## config.mk

```make
export PLATFORM = sky130hd
export DESIGN_NAME = codec_idx_regs
export DESIGN_NICKNAME = d
export VERILOG_FILES = /design/src/rtl/codec_idx_pkg.sv /design/src/rtl/codec_idx_ctrl.sv /design/src/rtl/codec_idx_data.sv /design/src/rtl/codec_idx_regs.sv
export SDC_FILE = /design/constraint.sdc
export NUM_CORES = 2
export LEC_CHECK = 0
export ABC_AREA = 1
export BUFFER_PORTS_ARGS = -buffer_cell sky130_fd_sc_hd__buf_2
export CORE_MARGIN = 4
export CORE_UTILIZATION = 58
export CTS_CLUSTER_SIZE = 12
export DETAILED_ROUTE_END_ITERATION = 7
export PLACE_DENSITY = 0.75
export SLEW_MARGIN = 0
export SYNTH_ARGS = -nofsm -noshare
export SYNTH_HDL_FRONTEND = slang
export SYNTH_SLANG_ARGS = --single-unit
```

## constraint.sdc

```tcl
create_clock -name clk -period 3.9 [get_ports clk]
set_input_delay 0.195 -clock clk [delete_from_list [all_inputs] [get_ports clk]]
set_output_delay 0.195 -clock clk [all_outputs]
set_load 0.01 [all_outputs]
```

## src/rtl/codec_idx_pkg.sv

```systemverilog
package codec_idx_pkg;
  localparam int DW     = 32;
  localparam int IW     = 8;
  localparam int DIR_N  = 16;
  localparam int IND_N  = 32;
  localparam int DIR_AW = $clog2(DIR_N);
  localparam int IND_AW = $clog2(IND_N);

  localparam logic [DIR_AW-1:0] IDX_WORD    = 0;
  localparam logic [DIR_AW-1:0] PORT_WORD   = 1;
  localparam logic [DIR_AW-1:0] LOCKED_WORD = 2;
  localparam logic [DIR_AW-1:0] CTRL_WORD   = 4;

  localparam logic [IND_AW-1:0] WO_ENTRY   = 3;
  localparam logic [IND_AW-1:0] RO_ENTRY_A = 11;
  localparam logic [IND_AW-1:0] VER_ENTRY  = 12;
  localparam logic [IND_AW-1:0] RO_ENTRY_B = 25;

  localparam logic [IW-1:0] VER_CODE  = 8'h8A;
  localparam logic [IW-1:0] ID_CODE   = 8'hA0;
  localparam logic [IW-1:0] VER_KEEP  = 8'h40;
  localparam logic [DW-1:0] CTRL_KEEP = 32'h0000_007F;
  localparam int            SOFT_BIT  = 0;

  typedef struct packed {
    logic              dirWe;
    logic [DIR_AW-1:0] dirIdx;
    logic [DW-1:0]     dirVal;
    logic              indWe;
    logic [IND_AW-1:0] indIdx;
    logic [IW-1:0]     indVal;
    logic              softRst;
    logic              rdStb;
    logic              rdPort;
    logic              rdZero;
    logic [DIR_AW-1:0] rdIdx;
  } regCmd_t;

  function automatic logic [IW-1:0] indResetVal(int idx);
    if (idx == int'(VER_ENTRY))       return VER_CODE;
    else if (idx == int'(RO_ENTRY_B)) return ID_CODE;
    else                              return '0;
  endfunction
endpackage

```

## src/rtl/codec_idx_ctrl.sv

```systemverilog
module codec_idx_ctrl
  import codec_idx_pkg::*;
(
  input  logic [DIR_AW-1:0] wordIdx,
  input  logic              wrEn,
  input  logic              rdEn,
  input  logic [DW-1:0]     wrData,
  input  logic [IND_AW-1:0] curIdx,
  output regCmd_t           cmd
);
  logic isPort;
  logic isReadOnly;

  assign isPort     = (wordIdx == PORT_WORD);
  assign isReadOnly = (curIdx == RO_ENTRY_A) || (curIdx == RO_ENTRY_B);

  always_comb begin
    cmd        = '0;
    cmd.dirIdx = wordIdx;
    cmd.indIdx = curIdx;
    cmd.rdStb  = rdEn;
    cmd.rdIdx  = wordIdx;
    cmd.rdPort = isPort;
    cmd.rdZero = isPort && (curIdx == WO_ENTRY);
    if (wrEn) begin
      if (isPort) begin
        if (!isReadOnly) begin
          cmd.indWe  = 1'b1;
          cmd.indVal = (curIdx == VER_ENTRY) ? ((wrData[IW-1:0] & VER_KEEP) | VER_CODE)
                                             : wrData[IW-1:0];
        end
      end else if (wordIdx == CTRL_WORD) begin
        cmd.dirWe   = 1'b1;
        cmd.dirVal  = wrData & CTRL_KEEP;
        cmd.softRst = wrData[SOFT_BIT];
      end else if (wordIdx != LOCKED_WORD) begin
        cmd.dirWe  = 1'b1;
        cmd.dirVal = wrData;
      end
    end
  end
endmodule

```

## src/rtl/codec_idx_data.sv

```systemverilog
module codec_idx_data
  import codec_idx_pkg::*;
(
  input  logic              clk,
  input  logic              rst_n,
  input  regCmd_t           cmd,
  output logic [IND_AW-1:0] curIdx,
  output logic [DW-1:0]     rdData
);
  logic [DW-1:0] dirRegs [DIR_N];
  logic [IW-1:0] indRegs [IND_N];

  always_ff @(posedge clk or negedge rst_n) begin
    if (!rst_n) begin
      for (int i = 0; i < DIR_N; i++) dirRegs[i] <= '0;
      for (int j = 0; j < IND_N; j++) indRegs[j] <= indResetVal(j);
    end else begin
      if (cmd.softRst) begin
        for (int i = 0; i < DIR_N; i++) dirRegs[i] <= '0;
        for (int j = 0; j < IND_N; j++) indRegs[j] <= indResetVal(j);
      end
      if (cmd.dirWe) dirRegs[cmd.dirIdx] <= cmd.dirVal;
      if (cmd.indWe) indRegs[cmd.indIdx] <= cmd.indVal;
    end
  end

  always_ff @(posedge clk or negedge rst_n) begin
    if (!rst_n) rdData <= '0;
    else if (cmd.rdStb) begin
      if (cmd.rdPort)
        rdData <= cmd.rdZero ? '0 : {{(DW-IW){1'b0}}, indRegs[cmd.indIdx]};
      else
        rdData <= dirRegs[cmd.rdIdx];
    end
  end

  assign curIdx = dirRegs[IDX_WORD][IND_AW-1:0];

  assert_ver_field_R6: assert property (@(posedge clk) disable iff (!rst_n)
    (indRegs[VER_ENTRY] & ~VER_KEEP) == VER_CODE);
  assert_ro_id_R5: assert property (@(posedge clk) disable iff (!rst_n)
    indRegs[RO_ENTRY_B] == ID_CODE);
  assert_ro_hold_R5: assert property (@(posedge clk) disable iff (!rst_n)
    !cmd.softRst |=> $stable(indRegs[RO_ENTRY_A]));
  assert_locked_R7: assert property (@(posedge clk) disable iff (!rst_n)
    dirRegs[LOCKED_WORD] == '0);
  assert_ctrl_mask_R8: assert property (@(posedge clk) disable iff (!rst_n)
    (dirRegs[CTRL_WORD] & ~CTRL_KEEP) == '0);
  assert_wo_read_R4: assert property (@(posedge clk) disable iff (!rst_n)
    cmd.rdStb && cmd.rdZero |=> rdData == '0);
  assert_soft_clear_R9: assert property (@(posedge clk) disable iff (!rst_n)
    cmd.softRst |=> dirRegs[IDX_WORD] == '0);
  assert_rd_hold_R10: assert property (@(posedge clk) disable iff (!rst_n)
    !cmd.rdStb |=> $stable(rdData));
endmodule

```

## src/rtl/codec_idx_regs.sv

```systemverilog
module codec_idx_regs
  import codec_idx_pkg::*;
#(
  parameter int BUS_AW = 8,
  parameter int WIN_AW = DIR_AW + 2
) (
  input  logic              clk,
  input  logic              rst_n,
  input  logic [BUS_AW-1:0] busAddr,
  input  logic              wrEn,
  input  logic              rdEn,
  input  logic [DW-1:0]     wrData,
  output logic [DW-1:0]     rdData
);
  regCmd_t           cmd;
  logic [IND_AW-1:0] curIdx;
  logic [DIR_AW-1:0] wordIdx;
  logic              unusedBits;

  assign wordIdx    = busAddr[WIN_AW-1:2];
  assign unusedBits = ^{busAddr[BUS_AW-1:WIN_AW], busAddr[1:0]};

  codec_idx_ctrl u_ctrl (
    .wordIdx (wordIdx),
    .wrEn    (wrEn),
    .rdEn    (rdEn),
    .wrData  (wrData),
    .curIdx  (curIdx),
    .cmd     (cmd)
  );

  codec_idx_data u_data (
    .clk    (clk),
    .rst_n  (rst_n),
    .cmd    (cmd),
    .curIdx (curIdx),
    .rdData (rdData)
  );
endmodule

```

## Word-level counts from Yosys, hierarchy flattened

Cells that the tools add are included.
Widths: inputs -> output; s select.

| storage, ports and cells | value |
|---|---|
| register bits after elaboration | 800 |
| output and inout port bits | 32 |
| logic and storage cells | 100 |

| operators by class | value |
|---|---|
| magnitude comparators | 4 |
| equality and inequality tests | 7 |
| mux-type cells | 34 |
| bitwise gates (word level) | 2 |
| reduce and logical (&&, ||, !) cells | 4 |

Operator list:

| kind | number |
|---|---|
| $mux 512 | 2 |
| $bwmux 512 | 1 |
| $mux 256 | 2 |
| $bwmux 256 | 1 |
| $mux 32 | 7 |
| $bmux 32 s4 | 1 |
| $demux 32 s4 | 1 |
| $mux 8 | 7 |
| $bmux 8 s5 | 1 |
| $demux 8 s5 | 1 |
| $mux 33 | 1 |
| $eq 5x4->1 const B | 2 |
| $mux 9 | 1 |
| $mux 1 | 8 |
| $ge 6x6->1 const B | 1 |
| $lt 6x1->1 const B | 1 |
| $not 5->6 | 1 |
| $eq 5x2->1 const B | 1 |
| $eq 5x5->1 const B | 1 |
| $ge 5x5->1 const B | 1 |
| $lt 5x1->1 const B | 1 |
| $not 4->5 | 1 |
| $eq 4x1->1 const B | 1 |
| $eq 4x3->1 const B | 1 |
| 3 further kinds | 5 |

## Depth between registers and ports, before layout

| depth | value |
|---|---|
| depth after elaboration | 8 |
| mapped depth | 13 |
| gate-level depth less buffers | 11 |

## Modules after synthesis

From an unflattened synthesis, not the netlist that was laid out.

| unflattened totals | value |
|---|---|
| cell total of the unflattened synthesis | 4612 |
| area, all modules | 37647.4 µm² |

By module, submodules not included:

| module | instances | cells each | area an instance (µm²) |
|---|---|---|---|
| codec_idx_data | 1 | 4477 | 36929.2 |
| codec_idx_ctrl | 1 | 135 | 718.2 |

## Worst setup path before layout

Ideal clock, no wire load.

| timing path | value |
|---|---|
| path kind | register to register |
| start | reg u_data.dirRegs (netlist bit u_data.curIdx[2]) |
| end | reg u_data.indRegs[181] (netlist name) |
| arrival | 1.795 ns |
| required time | 3.766 ns |
| slack | 1.970 ns |
| stages on the path, launching flop included | 10 |
| path buffers | 2 |
| path through | dfrtp_1 -> inv_1 -> nor3_1 -> inv_1 -> nor2_1 -> inv_1 -> nand2_1 -> clkbuf_1 -> clkbuf_1 -> o21ai_0 |

| on the way | value |
|---|---|
| cells in the longest elaborated chain, start to end | 7 |

Ends and longest elaborated chain:

| item | line | text |
|---|---|---|
| start, declared | codec_idx_data.sv:10 | `logic [DW-1:0] dirRegs [DIR_N];` |
| start signal, assigned by index | codec_idx_data.sv:22 | `if (cmd.dirWe) dirRegs[cmd.dirIdx] <= cmd.dirVal;` |
| $not 5->6 (implied by the code) (tied with other cells) | codec_idx_data.sv:23 | `if (cmd.indWe) indRegs[cmd.indIdx] <= cmd.indVal;` |
| $ge 6x6->1 (implied by the code) (tied with other cells) | codec_idx_data.sv:23 |  |
| $logic_and 1x1->1 (implied by the code) / $mux 8 (equally long branches) | codec_idx_data.sv:23, codec_idx_ctrl.sv:27 |  |
| $mux 8 (on tied branches) | codec_idx_data.sv:23, codec_idx_ctrl.sv:26 |  |
| $demux 8 s5 / $mux 9 (equally long branches) | codec_idx_data.sv:23, codec_idx_ctrl.sv:25 |  |
| $bwmux 256 | codec_idx_data.sv:23 |  |
| $mux 256 (*) | codec_idx_data.sv:23 |  |
| end signal, assigned by index | codec_idx_data.sv:23 |  |
| end, declared | codec_idx_data.sv:11 | `logic [IW-1:0] indRegs [IND_N];` |

Mark *: on every way between the ends. The rest lies on a longest branch, timed or not.
A chain may end at the register's enable or synchronous reset.

## Final worst setup path

| timing path | value |
|---|---|
| start | reg u_data.dirRegs (netlist bit u_data.curIdx[1]) |
| end | reg u_data.indRegs[136] (netlist name) |

Same word-level chain as after synthesis.

==> results.ini <==
[timing]
worst_slack_ns = 0.8845
fin_crit_ns = 3.015
hold_viol = 0
timing.fmax_mhz = 331.6
slew_viol_final = 0
max_slew_margin_pct = 16.41
final.period_utilization_pct = 77.32
skew_ns = 0.02373
rsz0062_at_grt = false
fin_tns_setup_ns = 0
finalSetupViolations = 0
tightest_slew_ns = 1.249

[global_routing]
grt_pass1_wl_mm = 172.8
grt_use_total_pct = 32.59
antenna_found_initial = 0
overflow = 0
grt_pass1_vias = 30945
grt_max_degree = 121

[pwr]
pwr-share-clk_pct = 39.3
p_leak_nw = 19.86
p_sw_mw = 5.633
finalPower_mw = 20.28
p_per_area_nw_per_um2 = 505.1
p_int_mw = 14.65
combPwrFrac_pct = 13.0
max-vdd-ir-drop_mv = 0.3614
power_frac_seq_pct = 47.7
p_sw_share_pct = 27.78

[final_layout]
drive_above_1_share_pct = 7.998
area_growth_pct = 10.98
fin_area_um2 = 40150
layout.nets = 4361
antenna_cells = 0
final_util_pct = 65.05

[synthesis]
syn_inst = 4410
synth_top_cell_area_share_pct = 54.99
synth_top_area_cell = dfrtp_1
yosysMostFrequentCell = nand2_1
ys_warn_count = 0
avgSynthCellArea_um2 = 8.203
synth_area_leaders = dfrtp_1 (55%), nand2_1 (17%), o21ai_0 (7.6%)
synth-edff-count = 0
synth_flop_cell = dfrtp_1
ys_ff_latch = 800
syn_area_um2 = 36170
yosys-top-cells-count = nand2_1 (1669), dfrtp_1 (795), o21ai_0 (548), clkbuf_1 (308), nand3_1 (281)
yosysSeqAreaShare_pct = 55.36
ys_types = 24
ys_async_sr_fraction_pct = 100.0
syn_nets = 4454

[critical_path]
r2r_start = u_data.curIdx[1]
crit_fanout = 23
endpoint_kind = register
cp.arrival_ns = 3.50
rr_worst_depth = 8
cp-start-kind = register
critPathKind = register to register
worst-r2r-setup-slack_ns = 0.88
crit_required_ns = 4.39
timing.rr.end = u_data.indRegs[136]

[min_path]
worstHoldStart = wrData[1]
hold_end = u_data.indRegs[201]
hold_class = input pin to register
min_path_cells = 3

[cts]
clk_latency_ns = 0.64
cts-root-buf = clkbuf_16
clock_sinks = 800
htree_levels = 3
clk_path_buf_depth = 3
ctsResizeCount = 0
cts_tree = yes
cts.clk_slew.worst_paths_ns = 0.06
cts-buffers-inserted = 84
postCtsSetupBuffers = 0

[place]
io_buffer_count = 71
place_ws_ns = 0.8221
place_area_um2 = 37410
place_congestion = 0.8983
dp_hpwl_mm = 62.65

[flow_run]
max_cap_violations = 0

[floorplanning]
fp-row-count = 91
ios = 76
die_area_um2 = 66430
die_y_um = 257.7
die_x_um = 257.7
start_util_pct = 58.62
core_um2 = 61710

[route]
routed_via_density = 6.060
drt-total-wl_mm = 109.1
postRouteAntennaNets = 0
first_pass_iters = 7
wl_per_cell_um = 20.92
drtIter0Drc = 3965
drcViolationCount = 0
num_vias = 31592

[run_status]
status = complete, no violations

## logic make-up (layout without fill, tap and decap cells)
group / count (synthesis) / after routing / share of synthesized area [%]
DFF: 800 / 800 / 55.36
buffers and inverters: 533 / 499 / 5.624
AOI/OAI and AO/OA: 968 / 968 / 15.82
and+or+nand+nor: 2109 / 2109 / 23.19
## worst max-delay path: stages (launching register included)
cell and delay, ns:
dfrtp_1 0.65, nand2_1 0.24, inv_2 0.25, nand2_1 0.20, nand4_2 0.19, nor2_2 0.52
nand2_1 0.51, nand3_1 0.19, o21ai_0 0.11
## state kept, by name (all words and copies together) (netlist names)
signal,cells
u_data.dirRegs,507
u_data.indRegs,256
u_data.rdData,32
u_data.curIdx,5
## cell usage in the layout, fill, tap and decap left out, drive strengths merged, types with 2 or more instances in the layout
master       netlist  layout
clkbuf           308     130
inv              167     170
dfrtp            795     795
bufinv             0       3
a21oi             21      21
nand3b             4       4
nand3            281     281
o32ai             29      29
nand4             22      22
clkinv             7      14
nand2           1669    1669
o21ai            575     575
buf               51     177
dlygate4sd3        0       3
a22oi            272     272
clkinvlp           0       2
dfstp              5       5
or2                2       2
o22ai             70      70
nor2             116     116
nor3              15      15
## layout make-up
class                   count  area [um^2]
flip-flops and latches    800        20030
multi-input cells        3077        14250
fillers                  5240        21570
well taps                 837         1047
inverters                 174        661.9
repair buffers            180         1454
clock buffers             130         2527
clock inverters            15        181.4
## power groups by stage
stage	Sequential (mW)	Clock, mW	Combinational (mW)
3_5_place_dp	9.79	0	2.60
3_3_place_gp	9.76	0	2.53
6_report	9.67	7.97	2.64
4_1_cts	9.65	8.03	2.61
2_1_floorplan	9.67	0	1.64
5_1_grt	9.76	8.36	2.93
## metrics by stage
stage	instances	hold WS (ns)
2_1_floorplan	4410	-0.1006
4_1_cts	5213	0.01703
6_report	5213	0.06164
3_3_place_gp	5065	0.2317
3_5_place_dp	5065	0.2386
5_1_grt	5213	0.05484
## worst max path at each step
| stage | start | cells after the start | endpoint | slack [ns] |
|---|---|---|---|---|
| floorplan | u_data.curIdx[2] | 9 | u_data.indRegs[181] | 1.97 |
| global placement | busAddr[4] | 10 | u_data.dirRegs[291] | 0.91 |
| detailed placement | busAddr[4] | 10 | u_data.dirRegs[292] | 0.82 |
| CTS | u_data.curIdx[1] | 8 | u_data.indRegs[72] | 0.97 |
| global route | u_data.curIdx[1] | 7 | u_data.indRegs[78] | 0.74 |
| finish | u_data.curIdx[1] | 8 | u_data.indRegs[136] | 0.88 |
## per-layer routing
layer / GRT usage, % / wire (um) / up-vias
met5: 0 / 0 / -
met4: 15.25 / 5781 / 0
met3: 5.629 / 9060 / 329
met2: 52.99 / 51150 / 1558
met1: 43.14 / 43060 / 15336
li1: - / - / 14369
## repair_timing
action	CTS	global route
setup endpoints to repair	0	0
hold buffers	3	0
hold endpoints to repair	75	0
(Power assumes the default switching activity.)
